==> config.mk <==
export PLATFORM = sky130hd
export DESIGN_NAME = uic_dual_console
export DESIGN_NICKNAME = d
export VERILOG_FILES = /design/src/rtl/uic_pkg.sv /design/src/rtl/uic_rx_fifo.sv /design/src/rtl/uic_tick_div.sv /design/src/rtl/uic_irq_core.sv /design/src/rtl/uic_dual_console.sv
export SDC_FILE = /design/constraint.sdc
export NUM_CORES = 1
export LEC_CHECK = 0
export ABC_AREA = 1
export CAP_MARGIN = 40
export CORE_MARGIN = 2
export CORE_UTILIZATION = 61
export CTS_BUF_LIST = sky130_fd_sc_hd__clkbuf_2 sky130_fd_sc_hd__clkbuf_4 sky130_fd_sc_hd__clkbuf_8
export DETAILED_ROUTE_END_ITERATION = 7
export GPL_TIMING_DRIVEN = 0
export PLACE_DENSITY_LB_ADDON = 0.3
export RECOVER_POWER = 100
export SYNTH_ARGS = -nofsm -noshare
export SYNTH_HDL_FRONTEND = slang
export SYNTH_HIERARCHICAL = 1
export SYNTH_SLANG_ARGS = --single-unit
==> constraint.sdc <==
create_clock -name clk -period 2.9 [get_ports clk]
set_input_delay 0.58 -clock clk [delete_from_list [all_inputs] [get_ports clk]]
set_output_delay 0.58 -clock clk [all_outputs]
set_load 0.1 [all_outputs]
==> src/rtl/uic_pkg.sv <==
package uic_pkg;
  localparam int NCH    = 2;
  localparam int CHAR_W = 8;
  localparam int REG_W  = 8;
  localparam int ADDR_W = 3;

  // per-channel register offsets inside a 4-address window
  localparam int OFF_STAT = 0;
  localparam int OFF_CMD  = 1;
  localparam int OFF_HOLD = 2;
  localparam logic [ADDR_W-1:0] ADDR_INT   = 3'd3;
  localparam logic [ADDR_W-1:0] ADDR_SPARE = 3'd7;

  localparam int CMD_FLUSH_BIT = 3;
  localparam logic [REG_W-1:0] TX_ALL    = 8'h11;
  localparam logic [REG_W-1:0] ISR_VALID = 8'h33;

  function automatic logic [ADDR_W-1:0] chan_addr(input int ch, input int off);
    return ADDR_W'(4 * ch + off);
  endfunction

  function automatic logic [REG_W-1:0] rx_mask(input int ch);
    return REG_W'(8'h02 << (4 * ch));
  endfunction

  function automatic logic [REG_W-1:0] tx_mask(input int ch);
    return REG_W'(8'h01 << (4 * ch));
  endfunction

  function automatic logic [REG_W-1:0] status_byte(input logic not_empty);
    return {5'b0, 1'b1, 1'b0, not_empty};
  endfunction
endpackage

==> src/rtl/uic_rx_fifo.sv <==
module uic_rx_fifo #(
  parameter int DEPTH = 4,
  parameter int W     = 8
) (
  input  logic         clk,
  input  logic         rst_n,
  input  logic         push,
  input  logic [W-1:0] din,
  input  logic         pop,
  output logic [W-1:0] dout,
  output logic         nonempty
);
  localparam int PTR_W = (DEPTH > 1) ? $clog2(DEPTH) : 1;
  localparam int CNT_W = $clog2(DEPTH + 1);

  logic [W-1:0]     mem [DEPTH];
  logic [PTR_W-1:0] rd_ptr, wr_ptr;
  logic [CNT_W-1:0] count;
  logic             full, do_pop, do_push;

  function automatic logic [PTR_W-1:0] ptr_inc(input logic [PTR_W-1:0] p);
    return (p == PTR_W'(DEPTH - 1)) ? '0 : p + 1'b1;
  endfunction

  assign nonempty = (count != '0);
  assign full     = (count == CNT_W'(DEPTH));
  assign do_pop   = pop & nonempty;
  assign do_push  = push & (~full | do_pop);
  assign dout     = nonempty ? mem[rd_ptr] : '0;

  always_ff @(posedge clk) begin
    if (do_push) mem[wr_ptr] <= din;
  end

  always_ff @(posedge clk or negedge rst_n) begin
    if (!rst_n) begin
      rd_ptr <= '0;
      wr_ptr <= '0;
      count  <= '0;
    end else begin
      if (do_push) wr_ptr <= ptr_inc(wr_ptr);
      if (do_pop)  rd_ptr <= ptr_inc(rd_ptr);
      count <= count + CNT_W'(do_push) - CNT_W'(do_pop);
    end
  end

  // occupancy never exceeds the depth
  p_count_bound_r11: assert property (@(posedge clk) disable iff (!rst_n)
    count <= CNT_W'(DEPTH));
  // a push into a full queue without a read leaves it unchanged
  p_full_drop_r11: assert property (@(posedge clk) disable iff (!rst_n)
    full && push && !pop |=> full && $stable(wr_ptr) && $stable(rd_ptr));
  // reading an empty queue leaves it empty
  p_empty_pop_r5: assert property (@(posedge clk) disable iff (!rst_n)
    !nonempty && pop && !push |=> !nonempty);
endmodule

==> src/rtl/uic_tick_div.sv <==
module uic_tick_div #(
  parameter int DIV = 2
) (
  input  logic clk,
  input  logic rst_n,
  input  logic tick,
  output logic fire
);
  localparam int CW = (DIV > 1) ? $clog2(DIV) : 1;
  logic [CW-1:0] cnt;

  assign fire = tick && (cnt == CW'(DIV - 1));

  always_ff @(posedge clk or negedge rst_n) begin
    if (!rst_n)    cnt <= '0;
    else if (fire) cnt <= '0;
    else if (tick) cnt <= cnt + 1'b1;
  end

  // without a tick the divider holds its count
  p_div_hold_r7: assert property (@(posedge clk) disable iff (!rst_n)
    !tick |=> $stable(cnt));
endmodule

==> src/rtl/uic_irq_core.sv <==
module uic_irq_core
  import uic_pkg::*;
(
  input  logic             clk,
  input  logic             rst_n,
  input  logic [NCH-1:0]   rx_evt,
  input  logic [NCH-1:0]   hold_rd,
  input  logic [NCH-1:0]   hold_wr,
  input  logic             fire,
  input  logic             mask_we,
  input  logic [REG_W-1:0] mask_wdata,
  input  logic             stat_a_rd,
  output logic [REG_W-1:0] isr,
  output logic             irq
);
  logic [REG_W-1:0] isr_q, isr_d, imr_q, imr_d;
  logic             irq_q, irq_d;
  logic [NCH-1:0]   rx_set;
  logic             tx_set, set_evt;

  for (genvar c = 0; c < NCH; c++) begin : g_rxset
    assign rx_set[c] = rx_evt[c] & |(imr_q & rx_mask(c));
  end
  assign tx_set  = fire & |(imr_q & TX_ALL);
  assign set_evt = |rx_set | tx_set;

  always_comb begin
    isr_d = isr_q;
    for (int c = 0; c < NCH; c++) begin
      if (hold_rd[c]) isr_d = isr_d & ~rx_mask(c);
      if (hold_wr[c]) isr_d = isr_d & ~tx_mask(c);
    end
    for (int c = 0; c < NCH; c++) begin
      if (rx_set[c]) isr_d = isr_d | rx_mask(c);
    end
    if (tx_set) isr_d = isr_d | TX_ALL;
    imr_d = mask_we ? (mask_wdata & ISR_VALID) : imr_q;
    irq_d = (set_evt | (irq_q & ~stat_a_rd)) & |(isr_d & imr_d);
  end

  always_ff @(posedge clk or negedge rst_n) begin
    if (!rst_n) begin
      isr_q <= '0;
      imr_q <= '0;
      irq_q <= 1'b0;
    end else begin
      isr_q <= isr_d;
      imr_q <= imr_d;
      irq_q <= irq_d;
    end
  end

  assign isr = isr_q;
  assign irq = irq_q;

  for (genvar c = 0; c < NCH; c++) begin : g_chk
    // a masked-off receive event never creates a pending bit
    p_masked_rx_r4: assert property (@(posedge clk) disable iff (!rst_n)
      rx_evt[c] && !(|(imr_q & rx_mask(c))) && !(|(isr_q & rx_mask(c)))
      |=> !(|(isr_q & rx_mask(c))));
    // holding read clears receive pending
    p_hold_rd_clears_r5: assert property (@(posedge clk) disable iff (!rst_n)
      hold_rd[c] && !rx_set[c] |=> !(|(isr_q & rx_mask(c))));
    // holding write clears transmit pending
    p_hold_wr_clears_r6: assert property (@(posedge clk) disable iff (!rst_n)
      hold_wr[c] && !tx_set |=> !(|(isr_q & tx_mask(c))));
    // a receive set beats a same-cycle holding read
    p_set_wins_r13: assert property (@(posedge clk) disable iff (!rst_n)
      rx_set[c] && hold_rd[c] |=> |(isr_q & rx_mask(c)));
  end

  // a divided tick with a transmit mask marks both transmit bits
  p_tick_sets_r7: assert property (@(posedge clk) disable iff (!rst_n)
    tx_set && !mask_we |=> ((isr_q & TX_ALL) == TX_ALL) && irq_q);
  // status-A read drops the line when nothing new arrives
  p_stat_clears_r8: assert property (@(posedge clk) disable iff (!rst_n)
    stat_a_rd && !set_evt |=> !irq_q);
  // the line is only high while an enabled pending bit exists
  p_irq_backed_r9: assert property (@(posedge clk) disable iff (!rst_n)
    irq_q |-> |(isr_q & imr_q));
endmodule

==> src/rtl/uic_dual_console.sv <==
module uic_dual_console
  import uic_pkg::*;
#(
  parameter int FIFO_DEPTH = 4,
  parameter int TICK_DIV   = 2
) (
  input  logic       clk,
  input  logic       rst_n,
  input  logic       bus_req,
  input  logic       bus_wr,
  input  logic [2:0] bus_addr,
  input  logic [7:0] bus_wdata,
  output logic [7:0] bus_rdata,
  input  logic       rx_valid_a,
  input  logic [7:0] rx_data_a,
  input  logic       rx_valid_b,
  input  logic [7:0] rx_data_b,
  input  logic       tx_tick,
  output logic       tx_valid_a,
  output logic [7:0] tx_data_a,
  output logic       tx_flush_a,
  output logic       tx_valid_b,
  output logic [7:0] tx_data_b,
  output logic       tx_flush_b,
  output logic       irq
);
  logic              rd_en, wr_en, stat_a_rd, mask_we, fire;
  logic [NCH-1:0]    rx_valid, hold_rd, hold_wr, cmd_wr, ne;
  logic [CHAR_W-1:0] rx_data [NCH];
  logic [CHAR_W-1:0] q_dout  [NCH];
  logic [REG_W-1:0]  isr;

  assign rd_en     = bus_req & ~bus_wr;
  assign wr_en     = bus_req & bus_wr;
  assign stat_a_rd = rd_en && (bus_addr == chan_addr(0, OFF_STAT));
  assign mask_we   = wr_en && (bus_addr == ADDR_INT);
  assign rx_valid  = {rx_valid_b, rx_valid_a};
  assign rx_data[0] = rx_data_a;
  assign rx_data[1] = rx_data_b;

  for (genvar c = 0; c < NCH; c++) begin : g_ch
    assign hold_rd[c] = rd_en && (bus_addr == chan_addr(c, OFF_HOLD));
    assign hold_wr[c] = wr_en && (bus_addr == chan_addr(c, OFF_HOLD));
    assign cmd_wr[c]  = wr_en && (bus_addr == chan_addr(c, OFF_CMD));

    uic_rx_fifo #(.DEPTH(FIFO_DEPTH), .W(CHAR_W)) u_rxq (
      .clk      (clk),
      .rst_n    (rst_n),
      .push     (rx_valid[c]),
      .din      (rx_data[c]),
      .pop      (hold_rd[c]),
      .dout     (q_dout[c]),
      .nonempty (ne[c])
    );
  end

  uic_tick_div #(.DIV(TICK_DIV)) u_div (
    .clk   (clk),
    .rst_n (rst_n),
    .tick  (tx_tick),
    .fire  (fire)
  );

  uic_irq_core u_core (
    .clk        (clk),
    .rst_n      (rst_n),
    .rx_evt     (rx_valid),
    .hold_rd    (hold_rd),
    .hold_wr    (hold_wr),
    .fire       (fire),
    .mask_we    (mask_we),
    .mask_wdata (bus_wdata),
    .stat_a_rd  (stat_a_rd),
    .isr        (isr),
    .irq        (irq)
  );

  always_comb begin
    bus_rdata = '0;
    if (rd_en) begin
      if (bus_addr == ADDR_INT) bus_rdata = isr;
      for (int c = 0; c < NCH; c++) begin
        if (bus_addr == chan_addr(c, OFF_STAT)) bus_rdata = status_byte(ne[c]);
        if (bus_addr == chan_addr(c, OFF_HOLD)) bus_rdata = q_dout[c];
      end
    end
  end

  assign tx_valid_a = hold_wr[0];
  assign tx_data_a  = bus_wdata;
  assign tx_flush_a = cmd_wr[0] & bus_wdata[CMD_FLUSH_BIT];
  assign tx_valid_b = hold_wr[1];
  assign tx_data_b  = bus_wdata;
  assign tx_flush_b = cmd_wr[1] & bus_wdata[CMD_FLUSH_BIT];

  // flush strobes are only produced by command-register writes
  p_flush_src_r10: assert property (@(posedge clk) disable iff (!rst_n)
    (tx_flush_a | tx_flush_b) |-> (wr_en && bus_wdata[CMD_FLUSH_BIT]));
  // the spare address never returns data
  p_spare_zero_r12: assert property (@(posedge clk) disable iff (!rst_n)
    (bus_req && bus_addr == ADDR_SPARE) |-> (bus_rdata == '0));
endmodule

# Word level (Yosys, flattened, before mapping)
# Memory sizes are Yosys's and may differ from the RTL's.
# Index checks and enable logic that the tools add are counted.
# totals
rom_bits	0
ramBits	64
n_memories	2
reg_bits	32
out_inout_bits	29
latch_bits	0
word_cells	97
# op_classes
eq_ne	12
muxes	26
n_bitwise	22
n_shift	0
n_mul	0
n_div	0
n_lt_le_gt_ge	0
reduce_logical	16
addsub	9
# memory_table
memory	words	word_bits	rd	rd_clocked_by_memory_dff	wr	line	rtl
g_ch[0].u_rxq.mem	4	8	1	0	1	uic_rx_fifo.sv:16	logic [W-1:0] mem [DEPTH];
g_ch[1].u_rxq.mem	4	8	1	0	1	uic_rx_fifo.sv:16	
# op_table
op	n
two-way mux 8 bit	9
== test 3 bit, second input constant	5
bitwise AND 1 bit	13
two-way mux 2 bit	6
two-way mux 6 bit	2
two-way mux 5 bit	2
logical AND 1 bit	9
adder 2 x 1 -> 2 bit, second input constant	4
bitwise AND 8 bit	1
== test 2 bit, second input constant	4
OR reduction 8 bit	1
two-way mux 1 bit	7
adder 3 x 1 -> 3 bit	2
== test 3 x 2 -> 1 bit, second input constant	2
nonzero test 3 bit	2
subtractor 3 x 1 -> 3 bit	2
NOT 1 bit	4
OR 1 bit	4
OR reduction 2 bit	2
== test 3 x 1 -> 1 bit, second input constant	1
logical NOT 3 bit	1
nonzero test 2 bit	1
adder 1 bit, second input constant	1

# Depth between registers and ports, before layout
# Gate-level depths: netlist of the first run.
# logic_depth
ltp_word	13
mapped_depth	13
mapped_depth_nobuf	13

# Cells and area by module
# The synthesis of the first run kept the hierarchy.
# modules_own_cells
module	n_inst	area_each_um2	cells_each
uic_rx_fifo	2	1816.7	181
uic_dual_console	1	496.7	91
uic_irq_core	1	405.4	50
uic_tick_div	1	51.3	8

# Least setup slack after synthesis of the first run
# OpenSTA, ideal clock, no wires.
# synth_path
kind	input to output
startpoint	input bus_addr[1]
endpoint	output tx_flush_a
arrival_ns	3.645
stages	2
path_slack_ns	-1.325
required_time_ns	2.320
path_cell_list	buf_6 > nor4_1
# synth_via
elab_chain_cells	3
# synth_rtl
element	line	rtl
start, declared	uic_dual_console.sv:11	input logic [2:0] bus_addr,
== test 3 x 1 -> 1 bit	uic_dual_console.sv:44	assign cmd_wr[c] = wr_en && (bus_addr == chan_addr(c, OFF_CMD));
logical AND 1 bit	uic_dual_console.sv:44	
bitwise AND 1 bit	uic_dual_console.sv:91	assign tx_flush_a = cmd_wr[0] & bus_wdata[CMD_FLUSH_BIT];
end, declared	uic_dual_console.sv:21	output logic tx_flush_a,
# No other way between the ends.

# Worst setup path after layout of the first run
# layout_path
startpoint	input bus_wdata[3]
endpoint	output tx_flush_a
# layout_via
elab_chain_cells	1
# layout_rtl
element	line	rtl
start, declared	uic_dual_console.sv:12	input logic [7:0] bus_wdata,
bitwise AND 1 bit	uic_dual_console.sv:91	
# No other way between the ends.

==> metrics.yaml, run 1 <==
run_status:
  status: "finished, final reports clean"
global_routing:
  grtUsageTotal_pct: 27.9
  grt_first_pass_wirelength_microns: 17900
  grt_max_degree: 20
  antenna_found_initial: 0
  grt_pass1_vias: 3861
  grt_overflow: 0
yosys:
  ys.flop_type: "edfxtp_1"
  synth-seq-area-share_pct: 55.0
  synth_cell_types: 26
  yosys_warnings: 6
  avgSynthCellArea_sq_um: 8.98
  synth_edf_count: 64
  ys_async_sr_fraction_pct: 27.3
  ys_ff_latch: 88
  syn_area_sq_um: 4590
  syn_inst: 511
layout:
  nets: 670
  fillerInstances: 428
  n_antenna_cell: 0
  fin_area_sq_um: 5860
  syn_to_final_growth_pct: 27.7
  drive_above_1_share_pct: 17.6
hold_path:
  hp-class: "register to register"
  holdPathStages: 1
setup_path:
  r2r_slack_ns: 0.72
  critPathMaxStageDelay_ns: 0.56
  r2r_cells: 10
  cp_max_fo: 3
  worst_path_most_repeated_cell: "clkdlybuf4s50_1"
  worst-endpoint-arrival_ns: 2.25
  crit_family: "buffers and inverters"
  cp_cell_sequence: "clkdlybuf4s50_1, nand3_4, nor4_4, clkdlybuf4s50_1, buf_6"
  path_buf_inv: 3
  end_kind: "primary output"
  slowest_stage: "clkdlybuf4s50_1"
  crit_type: "primary input to primary output"
  worst_setup_path_start_kind: "primary input"
  worst-path-stages: 5
  cp_data_required_time_ns: 2.32
die:
  start_util_pct: 63.2
  die_area_sq_um: 8230
  dieHeight_microns: 90.7
  core_area_sq_um: 7250
  pin_count: 63
  fp.dieW_microns: 90.7
  floorplan.rows: 31
timing:
  relSlewSlack_pct: 21.7
  fmax_mhz: 353
  finalCriticalPeriod_ns: 2.83
  rsz0062_at_grt: "no"
  clock_skew_ns: 0.00902
  setup_violations: 0
  slew_viol_final: 0
  worst_slew_pin_slew_ns: 1.18
  whs_ns: 0.515
  fin_crit_sh_pct: 97.7
  finalHoldViolCount: 0
clock_tree:
  clk_pin_slew_ns: 0.08
  clock_latency_ns: 0.35
  cts_sinks: 88
  clockBufferDepth: 2
  cts-root-buf: "clkbuf_8"
  h-tree-depth: 3
  hold_buffers: 0
  cts_tree: "built"
  cts_buffers: 9
routing:
  finalWirelength_microns: 10900
  dr.pass1.iters: 5
  via_per_inst: 5.14
  antenna_left: 0
  wl_per_cell_microns: 15.1
  route.vias.total: 3718
  drc: 0
  drt_iter0_markers: 334
place:
  dpl.hpwl_microns: 7600
  gp_congestion: 0.847
  place_area_sq_um: 5780
  io_buffers: 59
run:
  maxCapViolCount: 0
power_and_ir_drop:
  clockPowerShare_pct: 19.0
  p_leak_uw: 0.00288
  power_density_nw_per_um2: 798
  seqPwrFrac_pct: 38.9
  switching_share_pct: 39.1
  internal-power_uw: 2850
  pwr-share-comb_pct: 42.1
  switchingPower_uw: 1820
  irDropWorstVdd_v: 0.000475
[Yosys cell counts (all sizes together) (3+ instances only)]
master,n,area (sq um)
o21ai,12,60.1
edfxtp,64,1920
a21oi,18,90.1
nor2,23,101
buf,29,231
nand2,137,524
ha,14,175
nand3,47,265
dfrtp,24,601
inv,125,474
nor4,3,18.8
o22ai,6,37.5
[cell families after synthesis]
group / count (synthesis) / share of synthesized area, %
compound gates: 36 / 4.09
other cells: 1 / 0.0818
buf+inv: 154 / 15.4
xor+xnor: 2 / 0.382
fa+ha+maj: 16 / 4.69
simple gates: 214 / 20.4
flops: 88 / 55.0
[final timing paths]
path | to | startpoint
min reg2reg | g_ch[0].u_rxq/count[0] | g_ch[0].u_rxq/count[0]
min | g_ch[0].u_rxq/count[0] | g_ch[0].u_rxq/count[0]
max in group asynchronous | u_core/isr[1] | rst_n
max | tx_flush_a | bus_wdata[3]
max reg2reg | g_ch[1].u_rxq/count[2] | g_ch[1].u_rxq/count[1]
min in group asynchronous | g_ch[1].u_rxq/wr_ptr[0] | rst_n
[state kept, by name (all words and copies together) (netlist names)]
register           count
u_div/cnt              1
u_core/imr_q           4
u_core/irq             1
g_ch.u_rxq/count       6
g_ch.u_rxq/wr_ptr      4
g_ch.u_rxq/mem        64
g_ch.u_rxq/rd_ptr      4
u_core/isr             4
[through the flow]
| step | power (uW) | setup WS [ns] | util, % | TNS [ns] | cells |
|---|---|---|---|---|---|
| 6_report | 4670 | 0.0673 | 80.7 | 0 | 723 |
| 3_3_place_gp | 3550 | -0.749 | 73.5 | -25.42 | 672 |
| 4_1_cts | 4730 | 0.00726 | 83.7 | 0 | 721 |
| 5_1_grt | 4970 | 0.0169 | 80.7 | 0 | 723 |
| 3_5_place_dp | 3740 | -0.570 | 79.7 | -26.94 | 702 |
| 2_1_floorplan | 3150 | -0.139 | - | -0.279 | 514 |
[layout by cell type, fill, tap and decap left out, drive strengths merged, types with 6 or more instances in the layout]
cell             n
ha              14
dfrtp           24
dlygate4sd3     18
buf             55
nand3           47
clkbuf          24
nor2            23
o22ai            6
a21oi           18
edfxtp          64
nand2          137
clkdlybuf4s50   27
inv            123
o21ai           12
[power groups by stage]
stage          combinational (uW)  sequential, uW  clock [uW]
2_1_floorplan                1310            1840           0
3_3_place_gp                 1730            1820           0
3_5_place_dp                 1900            1840           0
4_1_cts                      2020            1810         899
5_1_grt                      2180            1840         948
6_report                     1970            1820         887
[final cells by class]
class | instances | area (sq um) | area share [%]
sequential | 88 | 2520 | 43.1
multi-input combinational | 272 | 1420 | 24.2
timing repair buffer | 95 | 872 | 14.9
inverter | 125 | 479 | 8.18
buffer | 29 | 234 | 3.99
clock buffer | 9 | 124 | 2.11
tap | 99 | 124 | 2.11
clock inverter | 6 | 85.1 | 1.45
[metal layers]
metal	vias to the layer above	track usage (%)	part of all wire (%)
met5	-	0	0
met4	0	12.6	2.7
met3	27	5.01	7.5
met2	191	48.4	51
met1	1727	34.1	39
li1	1773	-	-
[timing repair]
action | 4_1_cts | 5_1_grt
setup buffers | 13 | 2
pin swaps | 2 | 1
gates resized for setup | 22 | 7
endpoints found under the setup margin | 21 | 6
Note: power is estimated with default switching activity, not from simulation.
==> inputs of run 2 (changes only) <==
--- a/config.mk
+++ b/config.mk
@@ -11,7 +11,6 @@
 export CORE_UTILIZATION = 61
 export CTS_BUF_LIST = sky130_fd_sc_hd__clkbuf_2 sky130_fd_sc_hd__clkbuf_4 sky130_fd_sc_hd__clkbuf_8
 export DETAILED_ROUTE_END_ITERATION = 7
-export GPL_TIMING_DRIVEN = 0
 export PLACE_DENSITY_LB_ADDON = 0.3
 export RECOVER_POWER = 100
 export SYNTH_ARGS = -nofsm -noshare
==> metrics.yaml, run 2 (synthesized netlist as in run 1, its figures left out) <==
run_status:
  status: "finished, final reports clean"
layout:
  largest_reg_flops: 64  # unchanged
  drive_above_1_share_pct: 10.5  # -7.1 points
  top_register: "g_ch.u_rxq/mem"
  n_antenna_cell: 0  # unchanged
  fin_util_pct: 73.5  # -7.3 points
  reg_top3: "g_ch.u_rxq/mem (64), g_ch.u_rxq/count (6)"
  register_area_sq_um: 2520  # unchanged
  final_common_cell: "nand2_1"
  layout_common_cells: "133 x nand2_1, 119 x inv_1, 64 x edfxtp_1"
  syn_to_final_growth_pct: 16.2
  fillerInstances: 555  # +30%
  fin_area_sq_um: 5330  # -9.0%
  nets: 627  # -6.4%
  multiInputGateArea_sq_um: 1370  # -3.5%
global_routing:
  grt_max_degree: 25  # +25%
  grtUsageTotal_pct: 25.9  # -2.0 points
  grt_pass1_vias: 3644  # -5.6%
  grt_overflow: 0  # unchanged
  grt_first_pass_wirelength_microns: 16600  # -7.0%
  antenna_found_initial: 0  # unchanged
clock_tree:
  cts_buffers: 9  # unchanged
  h-tree-depth: 3  # unchanged
  clockBufferDepth: 2  # unchanged
  cts_resized: 0  # -100%
  clk_pin_slew_ns: 0.08  # about the same
  hold_buffers: 0  # unchanged
  clock_latency_ns: 0.36  # about the same
  cts_tree: "built"
  postCtsSetupRepairBufs: 0  # -13
  cts_sinks: 88  # unchanged
  cts-root-buf: "clkbuf_8"
timing:
  slew_viol_final: 0  # unchanged
  fmax_mhz: 354  # +0.34%
  setup_violations: 0  # unchanged
  relSlewSlack_pct: 11.9  # -9.8 points
  setup_tns_ns: 0  # unchanged
  finalCriticalPeriod_ns: 2.82  # -0.00946 ns
  rsz0062_at_grt: "no"
  clock_skew_ns: 0.0119  # +0.00287 ns
  finalHoldViolCount: 0  # unchanged
  whs_ns: 0.510  # -0.00448 ns
  fin_crit_sh_pct: 97.4  # -0.33 points
  setup_slack_ns: 0.0767  # +0.00946 ns
  worst_slew_pin_slew_ns: 1.32  # +0.142 ns
die:
  fp.dieW_microns: 90.7  # unchanged
  core_area_sq_um: 7250  # unchanged
  start_util_pct: 63.2  # unchanged
  die_area_sq_um: 8230  # unchanged
  floorplan.rows: 31  # unchanged
  dieHeight_microns: 90.7  # unchanged
  pin_count: 63  # unchanged
routing:
  dr.pass1.iters: 5  # unchanged
  finalWirelength_microns: 9960  # -8.5%
  route.vias.total: 3509  # -5.6%
  wl_per_cell_microns: 14.6  # -2.9%
  antenna_left: 0  # unchanged
  via_per_inst: 5.15  # +0.20%
  drc: 0  # unchanged
  drt_iter0_markers: 305  # -8.7%
setup_path:
  crit_type: "primary input to primary output"
  end_kind: "primary output"
  cp_data_required_time_ns: 2.32  # about the same
  r2r_slack_ns: 0.80  # +0.08 ns
  cp_max_fo: 6  # +3
  worst-endpoint-arrival_ns: 2.24  # about the same
  worst_setup_path_start_kind: "primary input"
place:
  gp_congestion: 0.854  # +0.87%
  dp_slack_ns: -0.0312  # +0.539 ns
  place_area_sq_um: 5340  # -7.6%
  io_buffers: 53  # -10%
  dpl.hpwl_microns: 7090  # -6.7%
power_and_ir_drop:
  irDropWorstVdd_v: 0.000403  # -15%
  p_leak_uw: 0.00256  # -11%
  power_density_nw_per_um2: 833  # +4.4%
hold_path:
  hp-class: "register to register"
run:
  maxCapViolCount: 0  # unchanged
-- run 2: cell count changes in the layout (fill, tap and decap cells not counted), moves of 5 or more --
cell and delta:
buf_4 -21, clkbuf_1 +20, clkdlybuf4s50_1 -15, buf_6 -8, clkbuf_2 -5
-- run 2: power by group --
group	internal, uW	total [uW]	switching, uW
Combinational	560	1750	1190
Sequential	1670	1840	165
Clock	412	849	437
Total	2640	4440	1790
-- run 2: critical path, stage by stage --
cell	delay [ns]
clkdlybuf4s50_1	0.63
inv_1	0.10
buf_4	0.18
nor4_2	0.25
clkbuf_2	0.51
-- run 2: through the flow --
step | power [uW] | instances
final | 4440 | 681
after global routing | 4750 | 681
after CTS | 4510 | 681
after detailed placement | 3650 | 665
after global placement | 3530 | 665
after floorplan | 3150 | 514
-- run 2: path summary, 6_finish.rpt --
path	depth (start not counted)	endpoint	from
setup / recovery	5	tx_flush_b	bus_addr[2]
hold / removal	2	u_div/cnt	u_div/cnt
setup reg to reg	10	g_ch[0].u_rxq/count[2]	g_ch[0].u_rxq/count[1]
hold reg to reg	2	u_div/cnt	u_div/cnt
max in group asynchronous	2	g_ch[0].u_rxq/count[1]	rst_n
min in group asynchronous	2	g_ch[0].u_rxq/rd_ptr[0]	rst_n
-- run 2: final cells by class --
type,count,share of cell area (%)
Sequential cell,88,47.3
Multi-Input combinational cell,272,25.6
Clock inverter,6,1.27
Timing Repair Buffer,81,12.1
Tap cell,99,2.32
Clock buffer,10,2.47
Inverter,125,8.90
-- run 2: metal layers --
metal	vias up	GRT usage, %	part of all wire [%]
li1	1692	-	-
met1	1644	32.1	40
met2	144	42.7	50
met3	29	5.43	6.7
met4	0	13.8	3.0
met5	-	0	0
